**src/rtl/csdec_pkg.sv**
```systemverilog
package csdec_pkg;

  localparam int CMP_W = 16;

  typedef enum logic [1:0] {
    PS_32 = 2'b00,
    PS_8  = 2'b01,
    PS_16 = 2'b10
  } port_sz_e;

  typedef enum logic [1:0] {
    FLD_BASE = 2'd0,
    FLD_MASK = 2'd1,
    FLD_CTRL = 2'd2,
    FLD_NONE = 2'd3
  } reg_fld_e;

  typedef enum logic [2:0] {
    ACC_EXT,
    ACC_CS,
    ACC_MULTI,
    ACC_DRAM,
    ACC_UNDEF
  } acc_kind_e;

  typedef struct packed {
    logic [CMP_W-1:0] base;
    logic [CMP_W-1:0] mask;
    logic             valid;
    logic [1:0]       ps_code;
    logic             burst_en;
  } win_cfg_t;

  // Masked compare: bits with mask 1 are don't-care.
  function automatic logic win_hit(input logic [CMP_W-1:0] a,
                                   input logic [CMP_W-1:0] base,
                                   input logic [CMP_W-1:0] mask,
                                   input logic             en);
    return en && (((a ^ base) & ~mask) == '0);
  endfunction

  function automatic port_sz_e ps_decode(input logic [1:0] code);
    case (code)
      2'b00:   return PS_32;
      2'b01:   return PS_8;
      default: return PS_16;
    endcase
  endfunction

endpackage

```
**src/rtl/csdec_regs.sv**
```systemverilog
module csdec_regs
  import csdec_pkg::*;
#(
  parameter int NUM_CS = 7,
  parameter int IDX_W  = $clog2(NUM_CS)
) (
  input  logic                    clk,
  input  logic                    rst_n,
  input  logic                    reg_we,
  input  logic [IDX_W-1:0]        reg_idx,
  input  logic [1:0]              reg_field,
  input  logic [CMP_W:0]          reg_wdata,
  output win_cfg_t [NUM_CS-1:0]   cfg,
  output logic                    boot_global
);

  logic boot_clear;
  assign boot_clear = reg_we && (reg_idx == '0) && (reg_field == FLD_MASK)
                      && reg_wdata[CMP_W];

  for (genvar i = 0; i < NUM_CS; i++) begin : g_win
    logic sel;
    assign sel = reg_we && (reg_idx == IDX_W'(i));

    always_ff @(posedge clk) begin
      if (!rst_n) begin
        cfg[i] <= '0;
      end else if (sel) begin
        case (reg_field)
          FLD_BASE: cfg[i].base <= reg_wdata[CMP_W-1:0];
          FLD_MASK: begin
            cfg[i].mask  <= reg_wdata[CMP_W-1:0];
            cfg[i].valid <= reg_wdata[CMP_W];
          end
          FLD_CTRL: begin
            cfg[i].ps_code  <= reg_wdata[1:0];
            cfg[i].burst_en <= reg_wdata[2];
          end
          default: ;
        endcase
      end
    end
  end

  always_ff @(posedge clk) begin
    if (!rst_n)          boot_global <= 1'b1;
    else if (boot_clear) boot_global <= 1'b0;
  end

  p_boot_exit_r7: assert property (@(posedge clk) disable iff (!rst_n)
    $fell(boot_global) |-> $past(reg_we && reg_idx == '0 &&
                                 reg_field == FLD_MASK && reg_wdata[CMP_W]));

  p_boot_sticky_r7: assert property (@(posedge clk) disable iff (!rst_n)
    !boot_global |=> !boot_global);

endmodule

```
**src/rtl/csdec_window.sv**
```systemverilog
module csdec_window
  import csdec_pkg::*;
(
  input  logic [CMP_W-1:0] a_hi,
  input  win_cfg_t         cfg,
  input  logic             force_hit,
  output logic             hit
);

  logic cmp_hit;
  assign cmp_hit = win_hit(a_hi, cfg.base, cfg.mask, cfg.valid);
  assign hit     = cmp_hit || force_hit;

endmodule

```
**src/rtl/csdec_resolve.sv**
```systemverilog
module csdec_resolve
  import csdec_pkg::*;
#(
  parameter int NUM_CS   = 7,
  parameter int NUM_DRAM = 2
) (
  input  logic [NUM_CS-1:0]      cs_hit,
  input  logic [NUM_DRAM-1:0]    dram_hit,
  input  win_cfg_t [NUM_CS-1:0]  cfg,
  output acc_kind_e              kind,
  output logic [NUM_CS-1:0]      cs_drv,
  output logic [NUM_DRAM-1:0]    dram_drv,
  output port_sz_e               psz,
  output logic                   binh,
  output logic                   eterm,
  output logic                   undef
);

  localparam int CC_W = $clog2(NUM_CS + 1);
  localparam int DC_W = $clog2(NUM_DRAM + 1);

  logic [CC_W-1:0] n_cs;
  logic [DC_W-1:0] n_dr;
  win_cfg_t        sel_cfg;

  always_comb begin
    n_cs    = '0;
    sel_cfg = '0;
    for (int i = 0; i < NUM_CS; i++) begin
      n_cs = n_cs + CC_W'(cs_hit[i]);
      if (cs_hit[i]) sel_cfg = cfg[i];
    end
  end

  always_comb begin
    n_dr = '0;
    for (int j = 0; j < NUM_DRAM; j++) n_dr = n_dr + DC_W'(dram_hit[j]);
  end

  always_comb begin
    kind     = ACC_EXT;
    cs_drv   = '0;
    dram_drv = '0;
    psz      = PS_32;
    binh     = 1'b1;
    eterm    = 1'b1;
    undef    = 1'b0;
    if (n_dr != '0 && (n_dr > DC_W'(1) || n_cs != '0)) begin
      kind  = ACC_UNDEF;
      undef = 1'b1;
    end else if (n_dr == DC_W'(1)) begin
      kind     = ACC_DRAM;
      dram_drv = dram_hit;
      binh     = 1'b0;
      eterm    = 1'b0;
    end else if (n_cs > CC_W'(1)) begin
      kind   = ACC_MULTI;
      cs_drv = cs_hit;
    end else if (n_cs == CC_W'(1)) begin
      kind   = ACC_CS;
      cs_drv = cs_hit;
      psz    = ps_decode(sel_cfg.ps_code);
      binh   = !sel_cfg.burst_en;
      eterm  = 1'b0;
    end
  end

endmodule

```
**src/rtl/csdec_top.sv**
```systemverilog
module csdec_top
  import csdec_pkg::*;
#(
  parameter int NUM_CS   = 7,
  parameter int NUM_DRAM = 2,
  parameter int ADDR_W   = 32,
  parameter int IDX_W    = $clog2(NUM_CS)
) (
  input  logic                clk,
  input  logic                rst_n,
  input  logic                reg_we,
  input  logic [IDX_W-1:0]    reg_idx,
  input  logic [1:0]          reg_field,
  input  logic [CMP_W:0]      reg_wdata,
  input  logic                cyc_start,
  input  logic                cyc_end,
  input  logic [ADDR_W-1:0]   addr,
  input  logic [NUM_DRAM-1:0] dram_hit,
  output logic [NUM_CS-1:0]   cs_n,
  output logic [NUM_DRAM-1:0] dram_sel,
  output logic [1:0]          port_size,
  output logic                burst_inh,
  output logic                ext_term,
  output logic                undef_acc
);

  localparam int LOW_W = ADDR_W - CMP_W;

  win_cfg_t [NUM_CS-1:0] cfg;
  logic                  boot_global;
  logic [CMP_W-1:0]      a_hi;
  logic                  unused_low;
  logic [NUM_CS-1:0]     cs_hit;

  acc_kind_e             kind;
  logic [NUM_CS-1:0]     cs_drv;
  logic [NUM_DRAM-1:0]   dram_drv;
  port_sz_e              psz;
  logic                  binh, eterm, undef;

  assign a_hi       = addr[ADDR_W-1 -: CMP_W];
  assign unused_low = ^addr[LOW_W-1:0];

  csdec_regs #(.NUM_CS(NUM_CS), .IDX_W(IDX_W)) u_regs (
    .clk        (clk),
    .rst_n      (rst_n),
    .reg_we     (reg_we),
    .reg_idx    (reg_idx),
    .reg_field  (reg_field),
    .reg_wdata  (reg_wdata),
    .cfg        (cfg),
    .boot_global(boot_global)
  );

  for (genvar i = 0; i < NUM_CS; i++) begin : g_cmp
    if (i == 0) begin : g_boot
      csdec_window u_win (
        .a_hi     (a_hi),
        .cfg      (cfg[i]),
        .force_hit(boot_global),
        .hit      (cs_hit[i])
      );
    end else begin : g_plain
      csdec_window u_win (
        .a_hi     (a_hi),
        .cfg      (cfg[i]),
        .force_hit(1'b0),
        .hit      (cs_hit[i])
      );
    end
  end

  csdec_resolve #(.NUM_CS(NUM_CS), .NUM_DRAM(NUM_DRAM)) u_res (
    .cs_hit  (cs_hit),
    .dram_hit(dram_hit),
    .cfg     (cfg),
    .kind    (kind),
    .cs_drv  (cs_drv),
    .dram_drv(dram_drv),
    .psz     (psz),
    .binh    (binh),
    .eterm   (eterm),
    .undef   (undef)
  );

  always_ff @(posedge clk) begin
    if (!rst_n || (cyc_end && !cyc_start)) begin
      cs_n      <= '1;
      dram_sel  <= '0;
      port_size <= PS_32;
      burst_inh <= 1'b0;
      ext_term  <= 1'b0;
      undef_acc <= 1'b0;
    end else if (cyc_start) begin
      cs_n      <= ~cs_drv;
      dram_sel  <= dram_drv;
      port_size <= psz;
      burst_inh <= binh;
      ext_term  <= eterm;
      undef_acc <= undef;
    end
  end

  p_none_ext_r2: assert property (@(posedge clk) disable iff (!rst_n)
    (cyc_start && kind == ACC_EXT) |=>
      (&cs_n && dram_sel == '0 && port_size == PS_32 && burst_inh && ext_term));

  p_multi_forced_r4: assert property (@(posedge clk) disable iff (!rst_n)
    ($countones(~cs_n) > 1) |-> (port_size == PS_32 && burst_inh && ext_term));

  p_dram_alone_r5: assert property (@(posedge clk) disable iff (!rst_n)
    (|dram_sel) |-> (&cs_n && !undef_acc && $onehot0(dram_sel)));

  p_undef_quiet_r6: assert property (@(posedge clk) disable iff (!rst_n)
    undef_acc |-> (&cs_n && dram_sel == '0 && burst_inh && ext_term));

  p_release_r8: assert property (@(posedge clk) disable iff (!rst_n)
    (cyc_end && !cyc_start) |=> (&cs_n && dram_sel == '0 && !undef_acc));

  p_hold_r8: assert property (@(posedge clk) disable iff (!rst_n)
    (!cyc_start && !cyc_end) |=> ($stable(cs_n) && $stable(port_size)));

endmodule

```
**config.mk**
```make
export PLATFORM = sky130hd
export DESIGN_NAME = csdec_top
export DESIGN_NICKNAME = d
export VERILOG_FILES = /design/src/rtl/csdec_pkg.sv /design/src/rtl/csdec_regs.sv /design/src/rtl/csdec_window.sv /design/src/rtl/csdec_resolve.sv /design/src/rtl/csdec_top.sv
export SDC_FILE = /design/constraint.sdc
export NUM_CORES = 1
export LEC_CHECK = 0
export CAP_MARGIN = 20
export CORE_MARGIN = 5
export CORE_UTILIZATION = 59
export CTS_CLUSTER_DIAMETER = 150
export CTS_CLUSTER_SIZE = 16
export DETAILED_ROUTE_END_ITERATION = 10
export PLACE_DENSITY = 0.79
export SYNTH_ARGS = -nofsm -noshare
export SYNTH_HDL_FRONTEND = slang
export SYNTH_SLANG_ARGS = --single-unit
```
**constraint.sdc**
```tcl
create_clock -name clk -period 5.6 [get_ports clk]
set_input_delay 0.56 -clock clk [delete_from_list [all_inputs] [get_ports clk]]
set_output_delay 0.56 -clock clk [all_outputs]
set_load 0.01 [all_outputs]
```
==> out/qor.yml <==
sta:
  drv_slew: 0
  setup_tns_ns: 0
  min_period_ns: 5.18
  relSlewSlack_pct: 20.1
  hold_viol: 0
  max_freq_mhz: 193
  skew_ns: 0.0105
  rsz0062_at_grt: "false"
  finalSetupViolations: 0
  fin_crit_sh_pct: 92.6
  tightest_slew_ns: 1.19
worst_setup_path:
  worstSetupPathType: "in -> reg"
  rr_worst_depth: 20
  worstPathMaxFanout: 3
  cp-start-kind: "input pin"
  required_ns: 6.06
  cp.arrival_ns: 5.65
  crit_path_end_kind: "flip-flop"
power_and_ir_drop:
  p_clk_share_pct: 37.0
  seq_power_share_pct: 54.1
  switching_share_pct: 23.9
  power.net_switching_uw: 848
  power_density_nw_per_um2: 262
  power_mw: 3.55
  ir_drop_mv: 0.214
  p_int_mw: 2.71
  combPwrFrac_pct: 8.9
  p_leak_nw: 4.29
drt:
  postRouteAntennaNets: 0
  first_pass_iters: 5
  routed_wl_um: 33900
  drt_iter0_markers: 789
  num_vias: 10100
  drc: 0
  wire_per_inst_um: 19.0
  viasPerCell: 5.71
synth:
  ys_types: 48
  avgSynthCellArea_um2: 8.15
  synth_area_um2: 12100
  netlist_instances: 1482
  synth_nets: 1553
  ys_warn_count: 0
  synth_edf_count: 0
  synth_seq_cells: 267
  seq_area_frac_synth_pct: 44.2
  async_reset_ff_share_pct: 0
  synth_ff_type: "dfxtp_1"
cts:
  cts_hold_buf: 0
  clockRootBuffer: "clkbuf_16"
  post_cts_resized: 0
  clkLatencyLatePin_ns: 0.51
  post-cts-setup-buffers: 0
  cts_sinks: 267
  cts_buffers: 20
  clk_pin_slew_worst_paths_ns: 0.07
  cts_max_level: 1
  cts_tree: "built"
  clock_path_buffers: 3
place:
  detailed_place_hpwl_um: 21800
  routabilityCongestion: 0.893
  port_buffers: 58
  dp_cells: 1751
floorplan:
  die_width_um: 153
  placement_rows: 52
  initial_core_util_pct: 59.9
  die_h_um: 153
  dieArea_um2: 23400
  ioPinCount: 75
  coreArea_um2: 20200
run_status:
  status: "completed"
global_route:
  antenna_found_initial: 0
  grt_pass1_wl_um: 53300
  grtUsageTotal_pct: 28.2
  grt_overflow: 0
  grt_pass1_vias: 9828
  grt_max_degree: 135
run:
  max_cap_viol_count: 0
layout:
  nets: 1579
  drive_gt1_share_pct: 5.50
  stdcell_count: 1778
  antenna_cells: 0
  syn_to_final_growth_pct: 12.1
worst_hold_path:
  holdCritPathClass: "reg -> reg"
  whs_path_depth: 2
## final timing paths
path                                      to      startpoint  slack, ns
worst min-delay path            port_size[1]    port_size[1]       0.45
worst max-delay path            port_size[0]        addr[22]       0.42
worst min register to register  port_size[1]    port_size[1]       0.45
worst max register to register  port_size[0]  u_regs.cfg[56]       0.73
## registers in the layout, summed over array words and instances (netlist names)
register,cells
u_regs.cfg,252
cs_n,7
dram_sel,2
port_size,2
burst_inh,1
ext_term,1
u_regs.boot_global,1
undef_acc,1
## critical path, cell delays in order
cell	delay, ns
clkdlybuf4s50_1	0.67
xnor2_1	0.16
o22ai_1	0.12
nor4_1	0.51
nand3_1	0.30
inv_1	0.16
ha_1	0.24
inv_1	0.07
fa_1	0.42
fa_1	0.50
inv_1	0.04
ha_1	0.18
fa_1	0.38
xor2_1	0.19
nor3_1	0.20
a21o_1	0.17
inv_1	0.06
nor2_1	0.19
o211ai_1	0.11
o31ai_1	0.25
a22o_1	0.15
## Yosys cell counts, types with 2 or more instances
cell type	count	area share, %
nor3b_1	6	0.37
o21ai_0	17	0.70
nand3b_1	3	0.19
xnor2_1	109	7.9
dfxtp_1	267	44
nor2b_1	12	0.62
nand3_1	21	0.87
ha_1	7	0.72
mux2i_1	9	0.75
a21o_1	2	0.12
o22a_1	4	0.29
o21a_1	3	0.19
nand2b_1	3	0.16
buf_6	6	0.56
fa_1	3	0.50
a21oi_1	3	0.12
a21boi_1	3	0.19
nor4_1	7	0.36
nand2_1	510	16
xnor2_2	3	0.40
nor2_1	27	0.84
inv_1	20	0.62
nor3_1	18	0.75
nand4_1	3	0.16
o22ai_1	54	2.8
and3_1	2	0.10
or3_1	3	0.16
nand4b_1	2	0.14
clkbuf_1	85	2.6
a21boi_0	241	15
a31oi_1	2	0.10
buf_2	11	0.46
## power groups by stage
stage / Clock (mW) / Combinational (mW) / Sequential (mW)
4_1_cts: 1.33 / 0.309 / 1.92
5_1_grt: 1.40 / 0.331 / 1.92
6_report: 1.32 / 0.316 / 1.92
2_1_floorplan: 0 / 0.179 / 1.97
3_3_place_gp: 0 / 0.305 / 1.97
3_5_place_dp: 0 / 0.307 / 1.97
## metal layers
layer / vias up / track usage (%) / part of all wire (%)
met5: - / 0 / 0
met4: 0 / 10.2 / 4.0
met3: 80 / 3.70 / 7.6
met2: 368 / 47.6 / 47
met1: 4788 / 37.1 / 41
li1: 4911 / - / -
## layout make-up
class | count | area [um^2]
well taps | 270 | 338
multi-input cells | 1092 | 6240
fillers | 1713 | 6630
clock buffers | 21 | 526
inverters | 21 | 78.8
repair buffers | 106 | 1010
flip-flops and latches | 267 | 5350
clock inverters | 1 | 7.51
## placed cells by master (no fill, tap or decap), types with 6 or more instances in the layout
| cell | instances |
|---|---|
| inv_1 | 20 |
| nor4_1 | 7 |
| xnor2_1 | 109 |
| ha_1 | 7 |
| nor3_1 | 14 |
| a21boi_0 | 241 |
| nor2_1 | 27 |
| clkdlybuf4s50_1 | 57 |
| nor2b_1 | 12 |
| o22ai_1 | 54 |
| buf_4 | 38 |
| o21ai_0 | 17 |
| mux2i_1 | 9 |
| nor3b_1 | 6 |
| clkbuf_16 | 21 |
| nand3_1 | 21 |
| dfxtp_1 | 267 |
| nand2_1 | 510 |
| buf_6 | 6 |
## kinds of logic after synthesis
group                    count (synthesis)  synth area share (%)
multiplexers                             9                 0.746
adder cells (fa/ha/maj)                 10                  1.22
AND/OR/NAND/NOR                        621                  20.9
AO/OA/AOI/OAI                          339                  20.2
buffers and inverters                  123                  4.31
XOR/XNOR                               113                  8.38
flip-flops                             267                  44.2
## per-stage QoR
step / hold WS, ns / setup WS [ns] / instance area, um^2 / util (%)
floorplan: 0.422 / 1.03 / 12100 / -
global placement: 0.430 / 0.196 / 12900 / 64.1
detailed placement: 0.441 / 0.120 / 12900 / 64.2
CTS: 0.451 / 0.643 / 13500 / 66.8
global route: 0.469 / 0.136 / 13500 / 67.2
finish: 0.447 / 0.417 / 13500 / 67.2
Note: power is estimated with default switching activity, not from simulation.
